===== src/rtl/drs_pkg.sv =====
package drs_pkg;

    typedef enum logic [1:0] {
        PH_WAIT = 2'd0,
        PH_INIT = 2'd1,
        PH_RUN  = 2'd2
    } drs_phase_e;

    // Bits needed to hold values 0..max_val
    function automatic int drs_width(input int max_val);
        return (max_val < 1) ? 1 : $clog2(max_val + 1);
    endfunction

    function automatic int drs_max2(input int a, input int b);
        return (a > b) ? a : b;
    endfunction

endpackage


===== src/rtl/drs_cycle_timer.sv =====
module drs_cycle_timer #(
    parameter int PERIOD = 16
) (
    input  logic clk,
    input  logic rst,
    input  logic run,
    output logic tick
);
    localparam int CW = drs_pkg::drs_width(PERIOD);
    localparam logic [CW-1:0] LAST = CW'(PERIOD - 1);

    logic [CW-1:0] cnt;

    assign tick = run && (cnt == LAST);

    always_ff @(posedge clk) begin
        if (rst || !run) begin
            cnt <= '0;
        end else if (tick) begin
            cnt <= '0;
        end else begin
            cnt <= cnt + 1'b1;
        end
    end
endmodule


===== src/rtl/drs_owed_counter.sv =====
module drs_owed_counter #(
    parameter int OW    = 4,
    parameter int LIMIT = 8
) (
    input  logic          clk,
    input  logic          rst,
    input  logic          load,
    input  logic [OW-1:0] load_val,
    input  logic          inc,
    input  logic          dec,
    input  logic          chk_en,
    output logic [OW-1:0] count,
    output logic          over
);
    localparam logic [OW-1:0] TOP = '1;
    localparam logic [OW-1:0] LIM = OW'(LIMIT);

    logic [OW-1:0] count_nxt;

    always_comb begin
        count_nxt = count;
        if (load) begin
            count_nxt = load_val;
        end else begin
            unique case ({inc, dec})
                2'b10:   count_nxt = (count == TOP) ? count : count + 1'b1;
                2'b01:   count_nxt = (count == '0) ? count : count - 1'b1;
                default: count_nxt = count;
            endcase
        end
    end

    always_ff @(posedge clk) begin
        if (rst) begin
            count <= '0;
            over  <= 1'b0;
        end else begin
            count <= count_nxt;
            if (chk_en && (count_nxt > LIM)) begin
                over <= 1'b1;
            end
        end
    end
endmodule


===== src/rtl/dram_refresh_sched.sv =====
module dram_refresh_sched
    import drs_pkg::*;
#(
    parameter int PWRUP_CYCLES   = 40000,
    parameter int INIT_REFRESHES = 8,
    parameter int BASE_INTERVAL  = 3125,
    parameter bit LONG_RETENTION = 1'b0,
    parameter int OWED_LIMIT     = 8
) (
    input  logic clk,
    input  logic rst,
    input  logic refresh_ack,
    output logic refresh_req,
    output logic init_done,
    output logic refresh_overflow
);
    localparam int INTERVAL = LONG_RETENTION ? 2 * BASE_INTERVAL : BASE_INTERVAL;
    localparam int OWED_MAX = drs_max2(INIT_REFRESHES, OWED_LIMIT) + 1;
    localparam int OW       = drs_width(OWED_MAX);

    drs_phase_e    phase;
    logic          pu_tick;
    logic          iv_tick;
    logic          accept;
    logic          owed_over;
    logic [OW-1:0] owed;

    drs_cycle_timer #(.PERIOD(PWRUP_CYCLES)) i_pwrup (
        .clk  (clk),
        .rst  (rst),
        .run  (phase == PH_WAIT),
        .tick (pu_tick)
    );

    drs_cycle_timer #(.PERIOD(INTERVAL)) i_interval (
        .clk  (clk),
        .rst  (rst),
        .run  (phase == PH_RUN),
        .tick (iv_tick)
    );

    drs_owed_counter #(.OW(OW), .LIMIT(OWED_LIMIT)) i_owed (
        .clk      (clk),
        .rst      (rst),
        .load     ((phase == PH_WAIT) && pu_tick),
        .load_val (OW'(INIT_REFRESHES)),
        .inc      (iv_tick),
        .dec      (accept),
        .chk_en   (phase == PH_RUN),
        .count    (owed),
        .over     (owed_over)
    );

    assign refresh_req      = (owed != '0);
    assign accept           = refresh_ack && refresh_req;
    assign init_done        = (phase == PH_RUN);
    assign refresh_overflow = owed_over;

    always_ff @(posedge clk) begin
        if (rst) begin
            phase <= PH_WAIT;
        end else begin
            unique case (phase)
                PH_WAIT: if (pu_tick) phase <= PH_INIT;
                PH_INIT: if (accept && (owed == OW'(1))) phase <= PH_RUN;
                default: phase <= PH_RUN;
            endcase
        end
    end
endmodule


===== config.mk =====
export PLATFORM = sky130hd
export DESIGN_NAME = dram_refresh_sched
export DESIGN_NICKNAME = d
export VERILOG_FILES = /design/src/rtl/drs_pkg.sv /design/src/rtl/drs_cycle_timer.sv /design/src/rtl/drs_owed_counter.sv /design/src/rtl/dram_refresh_sched.sv
export SDC_FILE = /design/constraint.sdc
export NUM_CORES = 1
export LEC_CHECK = 0
export BUFFER_PORTS_ARGS = -buffer_cell sky130_fd_sc_hd__buf_2
export CAP_MARGIN = 10
export CORE_UTILIZATION = 25
export CTS_CLUSTER_SIZE = 8
export DETAILED_ROUTE_END_ITERATION = 10
export SLEW_MARGIN = 20
export SYNTH_ARGS = -nofsm -noshare
export SYNTH_HDL_FRONTEND = slang
export SYNTH_SLANG_ARGS = --single-unit

===== constraint.sdc =====
create_clock -name clk -period 6.7 [get_ports clk]
set_clock_uncertainty 0.1 [all_clocks]
set_input_delay 0.67 -clock clk [delete_from_list [all_inputs] [get_ports clk]]
set_output_delay 0.67 -clock clk [all_outputs]
set_load 0.01 [all_outputs]

==> impl_metrics.csv, run 1 <==
group,metric,value,unit
grt,grt_overflow_total,0,
critical_path,arrival,3040,ps
power,p_per_area,185,nW/um^2
timing,finalCriticalPeriod,2970,ps
finish,final_cell_mix,"nor2_1, dfxtp_1, xor2_1, inv_1, nand2_1",
timing,tightest_slew,533,ps
timing,drv_slew,0,
finish,drive_above_1_share,0.0849,
critical_path,critPathRequiredTime,6770,ps
synthesis,synth_area_leaders,"dfxtp_1, nor2_1, xor2_1, ha_1, xnor2_1",
finish,layout.nets,222,
placement,dp_hpwl,2.28,mm
grt,antenna_found_initial,0,
synthesis,ys_warn_count,0,
finish,final_common_cell,"nor2_1",
floorplanning,core,6830,sq um
clock_network,cts_max_level,2,
finish,n_antenna_cell,0,
hold_path,hp-start,"i_pwrup.cnt[0]",
finish,nFillCells,773,
synthesis,netlist_area,1770,sq um
clock_network,clockRootBuffer,"clkbuf_8",
drt,dr.first_iter.drc_count,29,
clock_network,cts_hold_buf,0,
floorplanning,die-area,7420,sq um
synthesis,synth.avg_cell_area,8.55,sq um
power,p_leak,0.695,nW
clock_network,clk_latency,280,ps
timing,rsz0062_at_grt,"no",
floorplanning,initial_core_util,0.259,
placement,io_buffers,5,
critical_path,rr_startpoint,"i_owed.count[0]",
synthesis,yosysSeqAreaShare,0.396,
synthesis,ys_ff_latch,35,
critical_path,crit_path_end_kind,"flop",
power,p_clk_frac,0.401,
synthesis,syn_nets,218,
drt,detail-route-antenna-nets,0,
placement,place_inst,300,
synthesis,synth_xor_area_frac,0.119,
floorplanning,top_level_ports,6,
synthesis,synth_top_family_by_area,"simple AND/OR/NAND/NOR gates",
floorplanning,die_w,86.2,um
drt,drc_errors,0,
synthesis,synth_mux_area_frac,0,
grt,first_global_vias,1287,
status,outcome,"finished, final reports clean",
power,vdd_drop_max,0.125,mV
timing,hold_viol_final,0,
drt,num_vias,1332,
timing,setup-tns-final,0,ps
power,p_sw,0.0784,mW
critical_path,cp-startpoint,"i_owed.count[0]",
floorplanning,die_y,86.2,um
floorplanning,rows,30,
power,netSwitchingFraction,0.216,
clock_network,clock_path_buffers,2,
hold_path,hp-class,"reg2reg",
synthesis,ys_types,39,
clock_network,cts_inserted_buffers,5,
drt,drt-total-wl,3.10,mm
synthesis,synth-adder-area-share,0.0565,
grt,grt_usage,0.0946,
clock_network,cts_num_sinks,35,
power,p_int,0.284,mW
synthesis,synth-compound-area-share,0.0664,
timing,finalSetupViolations,0,
flow_run,cap_viol_max_count,0,
synthesis,synth_top_area_share,0.396,
clock_network,cts_resized,0,
clock_network,post-cts-setup-buffers,0,
power,power_frac_seq,0.580,
clock_network,cts.clk_slew.worst_paths,70,ps
drt,vias_per_cell,4.32,
power,p_comb_frac,0.018,
critical_path,worstPathMaxFanout,9,
critical_path,cp-start-kind,"flop",
grt,grt_pass1_wl,5.62,mm
timing,slew_headroom,0.645,
drt,dr.pass1.iters,4,
clock_network,cts_tree,"yes",
synthesis,yosysTopAreaCell,"dfxtp_1",
synthesis,synthSimpleGateAreaFrac,0.316,
grt,grt_start_max_net_pins,17,
synthesis,synthCells,207,
finish,final_cells,308,
timing,finalCritPeriodShare,0.443,
finish,syn_to_final_growth,10.7,%
placement,place.gp.congestion,0.824,
drt,wl_per_cell,10.1,um
timing,fmax,0.337,GHz
critical_path,path_class,"reg2reg",
## logic make-up (layout without fill, tap and decap cells)
| logic type | after synthesis | count (layout) |
|---|---|---|
| AND/OR/NAND/NOR | 104 | 104 |
| flip-flops | 35 | 35 |
| XOR/XNOR | 24 | 24 |
| buffers and inverters | 19 | 24 |
| AO/OA/AOI/OAI | 17 | 17 |
| adder cells (fa/ha/maj) | 8 | 8 |
## flip-flops by register name (all words and copies together) (netlist names)
register and cells:
i_owed.count 4, i_pwrup.cnt 16, phase 2, i_owed.over 1, i_interval.cnt 12
## through the flow
step                      power, mW  worst slack [ps]  hold WS (ps)   util  instance area (sq um)
final                         0.363              3730           345  0.287                   1960
after global routing          0.381              3510           378  0.287                   1960
after CTS                     0.370              3750           350  0.287                   1960
after detailed placement      0.222              3770           336  0.274                   1870
after global placement        0.222              3860           326  0.274                   1870
after floorplan               0.221              3940           313      -                   1770
## synth_stat cells
master,count
a2111oi_2,1
a211oi_1,1
a21o_1,1
a21oi_1,6
a221o_1,2
a31oi_1,1
and2_1,4
and2b_4,1
and3_1,4
and3_4,1
and4_1,2
and4b_1,2
and4bb_1,1
buf_2,3
buf_6,1
clkbuf_1,4
dfxtp_1,35
ha_1,8
inv_1,11
nand2_1,11
nand2b_1,3
nand3_1,8
nand4_1,6
nand4b_1,1
nor2_1,40
nor2b_1,4
nor3_1,5
nor3b_1,2
nor3b_2,2
nor4_1,2
o21a_1,1
o21ai_0,3
o41ai_1,1
or3_1,2
or3b_2,1
or4_1,1
or4b_1,1
xnor2_1,10
xor2_1,14
## worst paths after layout
path / endpoint / slack, ps / depth (start not counted)
worst max-delay path: i_owed.over / 3730 / 9
worst min register to register: i_pwrup.cnt[0] / 350 / 1
worst max register to register: i_owed.over / 3730 / 9
worst min-delay path: i_pwrup.cnt[0] / 350 / 1
## critical path: stages (launching register included)
cell and delay (ps):
dfxtp_1 390, inv_1 110, ha_1 220, nor3b_2 350, nor2b_1 120, ha_1 420
a221o_1 340, a221o_1 380, a2111oi_2 340, o41ai_1 90
## power groups by stage
stage               clock network [mW]  registers (mW)  logic, mW
global route                     0.162           0.211    0.00811
CTS                              0.153           0.211    0.00676
global placement                     0           0.215    0.00658
finish                           0.146           0.211    0.00657
floorplan                            0           0.215    0.00536
detailed placement                   0           0.215    0.00669
## metal layers
layer	vias up	track usage	routed length, um
li1	707	-	-
met1	608	0.117	1580
met2	12	0.154	1380
met3	5	0.0346	107
met4	0	0.0273	27
met5	-	0	0
## area by class of cell
type,count,area [sq um],share of cell area
clock buffer,6,72.6,0.0370
timing repair buffer,5,25.0,0.0128
inverter,11,41.3,0.0211
clock inverter,2,12.5,0.00639
tap,96,120,0.0613
sequential,35,701,0.358
multi-input combinational,153,987,0.504
No activity file was read; power rests on OpenSTA's default activity.
==> inputs of run 2 (changes only) <==
- clock period: 6.7 -> 2.6 ns (I/O delays scaled with it)
==> run 2 against run 1 <==
  * Combinational power grew 150%
  * Critical path type unchanged
  * First-iteration DRC count up 66%
  * Critical path depth increased by 3
  * Largest power group unchanged
  * Cell area rose by 4.9%
  * Sequential power grew to 2.6 times the previous value
  * Clock power rose to 2.5 times the previous value
  * Worst hold slack worse by 180 ps
  * Sequential share of layout area down 1.6 points
  * Largest cell class unchanged
  * Non-clock buffer count up 10
  * Flip-flop and latch count unchanged
  * Setup slack worse by 3700 ps
==> impl_metrics.csv, run 2 (same netlist as run 1, synthesis figures left out) <==
group,metric,value,unit
clock_network,clock_path_buffers,2,
critical_path,path_class,"reg2reg",
finish,n_antenna_cell,0,
hold_path,hold_depth,2,
placement,io_buffers,5,
finish,layout.nets,232,
finish,nFillCells,759,
drt,wl_per_cell,9.97,um
power,power_frac_seq,0.583,
critical_path,reg2regPathDepth,12,
timing,finalSetupViolations,0,
grt,grt_usage,0.0941,
drt,met2_wirelength,1.43,mm
drt,num_vias,1378,
clock_network,clockRootBuffer,"clkbuf_8",
timing,fmax,0.387,GHz
grt,first_global_vias,1258,
floorplanning,core,6830,sq um
floorplanning,die_w,86.2,um
finish,reg_top3,"i_pwrup.cnt x16, i_interval.cnt x12, i_owed.count x4",
critical_path,crit_path_end_kind,"flop",
critical_path,arrival,2660,ps
drt,detail-route-antenna-nets,0,
grt,grt_start_max_net_pins,17,
finish,largest_reg_flops,16,
drt,met1_length,1.56,mm
finish,regMostFlops,"i_pwrup.cnt",
timing,drv_slew,0,
floorplanning,initial_core_util,0.259,
clock_network,cts_num_sinks,35,
clock_network,cts_inserted_buffers,5,
power,p_sw,0.202,mW
power,netSwitchingFraction,0.217,
power,p_per_area,453,nW/um^2
drt,dr.pass1.iters,4,
finish,seq_area,702,sq um
critical_path,ff2ff_setup_slack,10,ps
flow_run,cap_viol_max_count,0,
finish,post-route-util,0.301,
power,p_comb_frac,0.018,
grt,grt_overflow_total,0,
timing,slew_headroom,0.650,
grt,antenna_found_initial,0,
finish,drive_above_1_share,0.149,
status,outcome,"finished, final reports clean",
power,p_leak,0.753,nW
placement,pre_cts_slack,-11.8,ps
placement,place.gp.congestion,0.848,
clock_network,cts_hold_buf,0,
hold_path,hp-class,"in2reg",
floorplanning,rows,30,
critical_path,worstPathMaxFanout,5,
power,vdd_drop_max,0.168,mV
power,p_clk_frac,0.400,
clock_network,cts.clk_slew.worst_paths,70,ps
floorplanning,die_y,86.2,um
timing,tightest_slew,524,ps
finish,final_common_cell,"nor2_1",
timing,finalCriticalPeriod,2590,ps
power,p_int,0.729,mW
finish,multi_input_area,1010,sq um
drt,dr.first_iter.drc_count,48,
drt,routed-wl-met3,129,um
clock_network,cts_max_level,2,
timing,hold_viol_final,0,
floorplanning,die-area,7420,sq um
placement,dp_hpwl,2.27,mm
finish,syn_to_final_growth,16.1,%
drt,drt-total-wl,3.17,mm
drt,drc_errors,0,
clock_network,clk_latency,280,ps
drt,highest_layer,"met4",
timing,rsz0062_at_grt,"yes",
critical_path,cp-start-kind,"flop",
timing,worst_slack,14.2,ps
timing,finalCritPeriodShare,0.995,
critical_path,critPathRequiredTime,2670,ps
finish,final_cell_mix,"nor2_1, dfxtp_1, xor2_1, inv_1, nand2_1",
grt,grt_pass1_wl,5.54,mm
clock_network,cts_tree,"yes",
floorplanning,top_level_ports,6,
drt,vias_per_cell,4.33,
[run 2: cell count changes in the layout (fill, tap and decap cells not counted), sizes merged]
cell      before  now
buf            5   15
clkinv         1    3
clkbuf         6    5
clkinvlp       1    0
[run 2: layout make-up]
| type | instances | area share |
|---|---|---|
| repair buffers | 15 | 0.0487 |
| flip-flops and latches | 35 | 0.341 |
| clock inverters | 3 | 0.00730 |
| inverters | 11 | 0.0201 |
| clock buffers | 5 | 0.0335 |
| well taps | 96 | 0.0584 |
| multi-input cells | 153 | 0.491 |
[run 2: path summary, 6_finish.rpt]
| check | start | endpoint |
|---|---|---|
| max reg2reg | i_interval.cnt[1] | i_owed.over |
| min | rst | i_owed.count[3] |
| min reg2reg | i_pwrup.cnt[0] | i_pwrup.cnt[0] |
| max | i_interval.cnt[1] | i_owed.over |
[run 2: power groups by stage]
stage / Clock, mW / Sequential, mW / Combinational [mW]
detailed placement: 0 / 0.555 / 0.0169
global route: 0.412 / 0.543 / 0.0200
global placement: 0 / 0.555 / 0.0167
finish: 0.372 / 0.543 / 0.0164
CTS: 0.391 / 0.543 / 0.0170
floorplan: 0 / 0.554 / 0.0138
[run 2: repair_timing]
item / in CTS / in global routing
pin swaps: 1 / 1
cloned: 0 / 0
gates resized for setup: 1 / 2
setup endpoints to repair: 1 / 1
buffers inserted: 0 / 0
[run 2: metal layers]
metal  global-route usage  vias to the layer above
met5                    0                        -
met4               0.0409                        0
met3               0.0318                        5
met2                0.144                       21
met1                0.120                      630
li1                     -                      722
[run 2: critical path, stage by stage (launching register included)]
cell and delay [ps]:
dfxtp_1 320, inv_1 50, ha_1 130, nand4b_1 140, nor4_2 150, and4b_1 260, inv_1 80, ha_4 290
and4bb_1 200, o21ai_0 170, nand3_1 150, a2111oi_2 350, o41ai_1 90
[run 2: through the flow]
stage	TNS [ps]	area [sq um]	cells	power [mW]	hold slack (ps)
floorplan	0	1780	207	0.568	313
global placement	0	1950	310	0.572	325
detailed placement	-11.8	1950	310	0.572	336
CTS	0	2050	318	0.951	152
global route	-187	2060	318	0.975	174
finish	0	2060	318	0.931	163
